$ cat src/rtl/rstctl_pkg.sv
package rstctl_pkg;

    // Byte address where the level register block begins; banks are word-spaced.
    localparam int unsigned LEVEL_BASE = 'h7C;

    typedef enum logic [1:0] {
        SEL_NONE  = 2'd0,
        SEL_PULSE = 2'd1,
        SEL_LEVEL = 2'd2
    } sel_e;

endpackage

$ cat src/rtl/rstctl_decode.sv
module rstctl_decode
    import rstctl_pkg::*;
#(
    parameter int unsigned NUM_BANKS = 8,
    parameter int unsigned ADDR_W    = 8,
    localparam int unsigned BANK_W   = (NUM_BANKS > 1) ? $clog2(NUM_BANKS) : 1
) (
    input  logic [ADDR_W-1:0]    addr,
    input  logic                 we,
    output sel_e                 sel,
    output logic [BANK_W-1:0]    bank_idx,
    output logic [NUM_BANKS-1:0] pulse_we,
    output logic [NUM_BANKS-1:0] level_we
);

    localparam logic [ADDR_W:0]   PULSE_END = (ADDR_W+1)'(NUM_BANKS * 4);
    localparam logic [ADDR_W:0]   LVL_START = (ADDR_W+1)'(LEVEL_BASE);
    localparam logic [ADDR_W:0]   LVL_END   = (ADDR_W+1)'(LEVEL_BASE + NUM_BANKS * 4);
    localparam logic [ADDR_W-1:0] LVL_OFS   = ADDR_W'(LEVEL_BASE);

    typedef struct packed {
        sel_e                 sel;
        logic [BANK_W-1:0]    idx;
        logic [NUM_BANKS-1:0] pwe;
        logic [NUM_BANKS-1:0] lwe;
    } dec_t;

    dec_t dec_d;
    logic [ADDR_W:0]   addr_x;
    logic [ADDR_W-1:0] lvl_off;
    logic              aligned;

    always_comb begin
        addr_x  = {1'b0, addr};
        lvl_off = addr - LVL_OFS;
        aligned = (addr[1:0] == 2'b00);
        dec_d   = '{sel: SEL_NONE, idx: '0, pwe: '0, lwe: '0};
        if (aligned && (addr_x < PULSE_END)) begin
            dec_d.sel = SEL_PULSE;
            dec_d.idx = addr[BANK_W+1:2];
        end else if (aligned && (addr_x >= LVL_START) && (addr_x < LVL_END)) begin
            dec_d.sel = SEL_LEVEL;
            dec_d.idx = lvl_off[BANK_W+1:2];
        end
        for (int b = 0; b < NUM_BANKS; b++) begin
            if (we && (dec_d.idx == BANK_W'(b))) begin
                dec_d.pwe[b] = (dec_d.sel == SEL_PULSE);
                dec_d.lwe[b] = (dec_d.sel == SEL_LEVEL);
            end
        end
    end

    assign sel      = dec_d.sel;
    assign bank_idx = dec_d.idx;
    assign pulse_we = dec_d.pwe;
    assign level_we = dec_d.lwe;

endmodule

$ cat src/rtl/rstctl_bank.sv
module rstctl_bank #(
    parameter int unsigned LINE_W       = 32,
    parameter int unsigned PULSE_CYCLES = 16,
    localparam int unsigned CNT_W       = $clog2(PULSE_CYCLES + 1)
) (
    input  logic              clk,
    input  logic              rst_n,
    input  logic              pulse_wr,
    input  logic              level_wr,
    input  logic [LINE_W-1:0] wdata,
    output logic [LINE_W-1:0] level_o,
    output logic [LINE_W-1:0] pulse_act_o,
    output logic [LINE_W-1:0] rst_o
);

    localparam logic [CNT_W-1:0] CNT_LOAD = CNT_W'(PULSE_CYCLES);
    localparam logic [CNT_W-1:0] CNT_ONE  = CNT_W'(1);

    typedef struct packed {
        logic [LINE_W-1:0]            level;
        logic [LINE_W-1:0][CNT_W-1:0] cnt;
        logic [LINE_W-1:0]            rst;
    } bank_t;

    bank_t st_d, st_q;

    always_comb begin
        st_d = st_q;
        if (level_wr) begin
            st_d.level = wdata;
        end
        for (int i = 0; i < LINE_W; i++) begin
            if (pulse_wr && wdata[i]) begin
                st_d.cnt[i] = CNT_LOAD;
            end else if (st_q.cnt[i] != '0) begin
                st_d.cnt[i] = st_q.cnt[i] - CNT_ONE;
            end
            st_d.rst[i] = ~st_d.level[i] | (st_d.cnt[i] != '0);
        end
    end

    always_ff @(posedge clk or negedge rst_n) begin
        if (!rst_n) begin
            st_q.level <= '0;
            st_q.cnt   <= '0;
            st_q.rst   <= '1;
        end else begin
            st_q <= st_d;
        end
    end

    always_comb begin
        for (int i = 0; i < LINE_W; i++) begin
            pulse_act_o[i] = (st_q.cnt[i] != '0);
        end
    end

    assign level_o = st_q.level;
    assign rst_o   = st_q.rst;

    AST_PULSE_START: assert property (@(posedge clk) disable iff (!rst_n)
        pulse_wr |=> ((rst_o & $past(wdata)) == $past(wdata)));
    AST_ZERO_BIT_IDLE: assert property (@(posedge clk) disable iff (!rst_n)
        pulse_wr |=> ((pulse_act_o & ~$past(wdata) & ~$past(pulse_act_o)) == '0));
    AST_RESTART_FULL: assert property (@(posedge clk) disable iff (!rst_n)
        pulse_wr |=> ((pulse_act_o & $past(wdata)) == $past(wdata)));
    AST_LEVEL_HOLD: assert property (@(posedge clk) disable iff (!rst_n)
        !level_wr |=> $stable(level_o));
    AST_IDLE_FOLLOWS_LEVEL: assert property (@(posedge clk) disable iff (!rst_n)
        (!pulse_wr && !level_wr && (pulse_act_o == '0)) |=> (rst_o == ~level_o));

endmodule

$ cat src/rtl/rstctl_top.sv
module rstctl_top
    import rstctl_pkg::*;
#(
    parameter int unsigned NUM_BANKS    = 8,
    parameter int unsigned DATA_W       = 32,
    parameter int unsigned PULSE_CYCLES = 16,
    parameter int unsigned ADDR_W       = 8,
    localparam int unsigned NUM_LINES   = NUM_BANKS * DATA_W,
    localparam int unsigned BANK_W      = (NUM_BANKS > 1) ? $clog2(NUM_BANKS) : 1
) (
    input  logic                 clk,
    input  logic                 rst_n,
    input  logic [ADDR_W-1:0]    bus_addr,
    input  logic                 bus_we,
    input  logic [DATA_W-1:0]    bus_wdata,
    output logic [DATA_W-1:0]    bus_rdata,
    output logic [NUM_LINES-1:0] rst_out
);

    sel_e                 sel;
    logic [BANK_W-1:0]    bank_idx;
    logic [NUM_BANKS-1:0] pulse_we;
    logic [NUM_BANKS-1:0] level_we;
    logic [DATA_W-1:0]    level_all [NUM_BANKS];
    logic [DATA_W-1:0]    pulse_all [NUM_BANKS];

    rstctl_decode #(
        .NUM_BANKS (NUM_BANKS),
        .ADDR_W    (ADDR_W)
    ) u_decode (
        .addr     (bus_addr),
        .we       (bus_we),
        .sel      (sel),
        .bank_idx (bank_idx),
        .pulse_we (pulse_we),
        .level_we (level_we)
    );

    for (genvar b = 0; b < NUM_BANKS; b++) begin : g_bank
        rstctl_bank #(
            .LINE_W       (DATA_W),
            .PULSE_CYCLES (PULSE_CYCLES)
        ) u_bank (
            .clk         (clk),
            .rst_n       (rst_n),
            .pulse_wr    (pulse_we[b]),
            .level_wr    (level_we[b]),
            .wdata       (bus_wdata),
            .level_o     (level_all[b]),
            .pulse_act_o (pulse_all[b]),
            .rst_o       (rst_out[b*DATA_W +: DATA_W])
        );
    end

    logic [DATA_W-1:0] rdata_d;

    always_comb begin
        rdata_d = '0;
        for (int b = 0; b < NUM_BANKS; b++) begin
            if (bank_idx == BANK_W'(b)) begin
                if (sel == SEL_PULSE) rdata_d = pulse_all[b];
                if (sel == SEL_LEVEL) rdata_d = level_all[b];
            end
        end
    end

    assign bus_rdata = rdata_d;

    AST_DECODE_EXCL: assert property (@(posedge clk) disable iff (!rst_n)
        $onehot0({pulse_we, level_we}));
    AST_UNMAPPED_ZERO: assert property (@(posedge clk) disable iff (!rst_n)
        (sel == SEL_NONE) |-> (bus_rdata == '0));
    AST_NO_STROBE_UNMAPPED: assert property (@(posedge clk) disable iff (!rst_n)
        (sel == SEL_NONE) |-> ((pulse_we == '0) && (level_we == '0)));

endmodule

$ cat config.mk
export PLATFORM = sky130hd
export DESIGN_NAME = rstctl_top
export DESIGN_NICKNAME = d
export VERILOG_FILES = /design/src/rtl/rstctl_pkg.sv /design/src/rtl/rstctl_decode.sv /design/src/rtl/rstctl_bank.sv /design/src/rtl/rstctl_top.sv
export SDC_FILE = /design/constraint.sdc
export NUM_CORES = 2
export LEC_CHECK = 0
export BUFFER_PORTS_ARGS = -buffer_cell sky130_fd_sc_hd__buf_2
export CAP_MARGIN = 20
export CORE_AREA = 2 2 431 433
export CTS_BUF_LIST = sky130_fd_sc_hd__clkbuf_8
export DETAILED_ROUTE_END_ITERATION = 16
export DIE_AREA = 0 0 433 435
export PLACE_DENSITY = 0.71
export SYNTH_ARGS = -nofsm -noshare
export SYNTH_HDL_FRONTEND = slang
export SYNTH_HIERARCHICAL = 1
export SYNTH_SLANG_ARGS = --single-unit
$ cat constraint.sdc
create_clock -name clk -period 3.8 [get_ports clk]
set_clock_uncertainty 0.1 [all_clocks]
set_input_delay 0.76 -clock clk [delete_from_list [all_inputs] [get_ports clk]]
set_output_delay 0.76 -clock clk [all_outputs]
set_load 0.01 [all_outputs]
==> flow_summary.json <==
{
  "synth.ff_latch_count": 1792,
  "min_from": "bus_wdata[26]",
  "routedWlPerCell_um": 20.8,
  "drt.antenna.violating_nets": 0,
  "cp_data_arrival_time_ns": 3.52,
  "final_period_minus_worst_setup_slack_ns": 4.38,
  "whs_path_depth": 2,
  "timing_hold_violations_final": 0,
  "post_synth_mux_area_share_pct": 3.74,
  "post-synth-top-area-fraction_pct": 40.5,
  "highest_fanout_seen_on_the_critical_path": 6,
  "global_route_wire_length_before_repair_mm": 410,
  "post_route_cells_drive_above_1_share_pct": 19.6,
  "compound_cell_area_share_of_the_yosys_netlist_pct": 14.5,
  "power.static_leakage_nw": 48.8,
  "synth_area_leader_cell": "dfrtp_1",
  "power_frac_comb_pct": 36.3,
  "die_y_um": 435,
  "grt_overflow_total": 0,
  "slew_headroom_pct": 39.1,
  "end_kind": "primary output",
  "seq_area_um2": 45200,
  "power_switching_w": 0.0304,
  "numPortBuffers": 330,
  "failed_checks": "setup timing",
  "vdd_ir_drop_max_mv": 0.535,
  "setup_ws_ns": -0.577,
  "postSynthNetCount": 10000,
  "tritoncts": "yes",
  "area_of_the_multi_input_gates_um2": 43000,
  "placement_rows": 158,
  "grt_antenna_before_repair": 5,
  "synthesis.instances": 9702,
  "yosys_most_used_dff": "dfrtp_1",
  "worst-r2r-cell-count": 6,
  "worstSetupPathType": "input port to primary output",
  "syn-mean-instance-area_um2": 9.78,
  "power_frac_clock_pct": 22.7,
  "drv_cap": 0,
  "cts_root_buffer": "clkbuf_8",
  "clock_sinks": 1792,
  "flow.area_growth_from_synthesis_pct": 12.4,
  "required_ns": 2.94,
  "initial_core_utilization_pct": 51.5,
  "clock_insertion_delay_worst_skew_ns": 1.07,
  "grt.total_usage_pct": 27.6,
  "num_vias": 74400,
  "critical_path.startpoint_type": "input port",
  "final-setup-viol-count": 32,
  "fp.dieArea_um2": 188000,
  "yosysSeqAreaShare_pct": 47.6,
  "grt_start_max_net_pins": 105,
  "area_contributors_post_synth": "dfrtp_1 41%, dfstp_2 7.1%, buf_4 4.1%",
  "synth_most_common_cell": "dfrtp_1",
  "hold_path.class": "input port to register",
  "place.detailed.hpwl_mm": 189,
  "fraction_of_synthesized_cell_area_in_xor_and_xnor_cells_pct": 4.75,
  "endpoint_of_the_worst_slack_reg_to_reg_timing_path": "g_bank[2].u_bank/rst_o[20]",
  "power.total_w": 0.0799,
  "clock_buffers_created_by_tritoncts": 324,
  "fillCellCount": 15200,
  "cts_htree_levels": 5,
  "detail_route.drc_violations": 0,
  "drt_first_iter_violations": 5589,
  "post-route-period-util_pct": 115,
  "wirelength_mm": 265,
  "proportion_of_register_bits_with_asynchronous_set_or_reset_after_synthesis_pct": 100,
  "floorplan_core_area_um2": 184000,
  "cellInternalPower_w": 0.0496,
  "cts_buffer_depth": 4,
  "synthesis.area_um2": 94900,
  "rr_startpoint": "g_bank[2].u_bank/st_q[132]",
  "post_synth_fa_ha_maj_area_fraction_pct": 3.39,
  "top_level_ports": 331,
  "switching_share_pct": 38.0,
  "post_synthesis_share_of_cell_area_spent_on_and_or_nand_and_nor_gates_pct": 17.7,
  "synth_commonest_cells": "1536 x dfrtp_1, 818 x nand2_1, 788 x inv_1",
  "grt_setup_unrepaired": "yes",
  "path_clk_slew_ns": 0.06,
  "gp_congestion": 0.936,
  "finalSetupTns_ns": -15.51,
  "yosys.cell_types.count": 67,
  "worstMarginPinSlew_ns": 0.904,
  "timing_max_transition_violations_final": 0,
  "hold_end": "g_bank[4].u_bank/st_q[162]",
  "outcome": "finished, violations left",
  "avgViaCountPerCell": 5.85,
  "power.sequential.fraction_pct": 41.0,
  "total_of_warnings_raised_by_yosys": 6,
  "finalNetCount": 10300,
  "detail_route.first_pass.iterations": 7,
  "pwr_density_cell_nw_per_um2": 750,
  "synth_top_family_by_area": "simple AND/OR/NAND/NOR gates",
  "floorplan.die.width_um": 433,
  "rrSetupSlack_ns": 1.45,
  "crit_path_start": "bus_addr[6]",
  "synth_edf_count": 0,
  "grt_pass1_vias": 73400,
  "fmaxAchievable_ghz": 0.228
}
-- power groups by stage --
| stage | combinational, W | sequential (W) | clock [W] |
|---|---|---|---|
| CTS | 0.0286 | 0.0325 | 0.0185 |
| global placement | 0.0262 | 0.0323 | 0 |
| finish | 0.0290 | 0.0328 | 0.0181 |
| floorplan | 0.0221 | 0.0310 | 0 |
| global route | 0.0329 | 0.0337 | 0.0194 |
| detailed placement | 0.0278 | 0.0327 | 0 |
-- what timing repair did --
action,4_1_cts,5_1_grt
hold endpoints to repair,42,0
buffers inserted,36,33
hold buffers,1,0
gates cloned,3,1
pin swaps,78,39
resized for setup,242,112
setup endpoints to repair,32,32
-- sequential cells by signal (all words and copies together), names as in the netlist --
register / flops
g_bank.u_bank/level_o: 256
g_bank.u_bank/rst_o: 256
g_bank.u_bank/st_q: 1280
-- worst max path at each step --
| stage | depth (start not counted) | slack, ns | end |
|---|---|---|---|
| detailed placement | 12 | -0.61 | bus_rdata[17] |
| floorplan | 12 | 0.003 | bus_rdata[0] |
| global placement | 12 | -0.60 | bus_rdata[20] |
| CTS | 9 | -0.60 | bus_rdata[18] |
| finish | 14 | -0.58 | bus_rdata[23] |
| global route | 14 | -0.62 | bus_rdata[24] |
-- per-stage QoR --
step	worst slack (ns)	hold WS, ns	cell area [um2]	std cells	utilization, %
final	-0.577	0.150	107000	12700	57.9
after global routing	-0.617	0.134	107000	12700	57.9
after CTS	-0.599	0.0622	106000	12700	57.6
after detailed placement	-0.609	0.403	98300	12100	53.4
after global placement	-0.602	0.398	98300	12100	53.4
after floorplan	0.00346	0.364	94900	9702	-
-- worst max-delay path, stage by stage --
cell and delay, ns:
buf_8 0.10, or4_4 0.55, nor2_4 0.19, nand2_2 0.09
o21ai_4 0.14, buf_4 0.18, nor2b_4 0.17, buf_4 0.19
buf_12 0.13, a22oi_1 0.07, o22a_1 0.18, o22ai_1 0.27
a2111o_1 0.31, buf_2 0.17
-- per-layer routing --
| layer | up-vias | wire, um | GRT usage [%] |
|---|---|---|---|
| li1 | 34400 | - | - |
| met5 | - | 23 | 0 |
| met3 | 828 | 14400 | 4.22 |
| met1 | 36800 | 101000 | 32.4 |
| met4 | 4 | 22100 | 20.7 |
| met2 | 2420 | 127000 | 45.9 |
-- cell usage in the layout, fill, tap and decap left out, types with 272 or more instances in the layout --
cell and instances:
clkbuf_8 403, o21ai_0 707, nor2_1 510, inv_1 880, nand2_1 739, mux2_2 280
xnor2_1 272, dfrtp_1 1536, a21oi_1 318, buf_2 317, nor3_1 488
-- logic make-up after synthesis --
logic type,Yosys count
mux,319
fa+ha+maj,257
buf+inv,1515
xor+xnor,514
compound gates,2118
flops,1792
simple gates,3187
-- area by class of cell --
class                      count  share of cell area (%)
antenna                        7                  0.0164
clock buffer                 403                    5.20
clock inverter               167                   0.823
inverter                     791                    2.79
multi-input combinational   6395                    40.3
sequential                  1792                    42.4
tap                         2480                    2.91
timing repair buffer         701                    5.56
(Power assumes the default switching activity.)
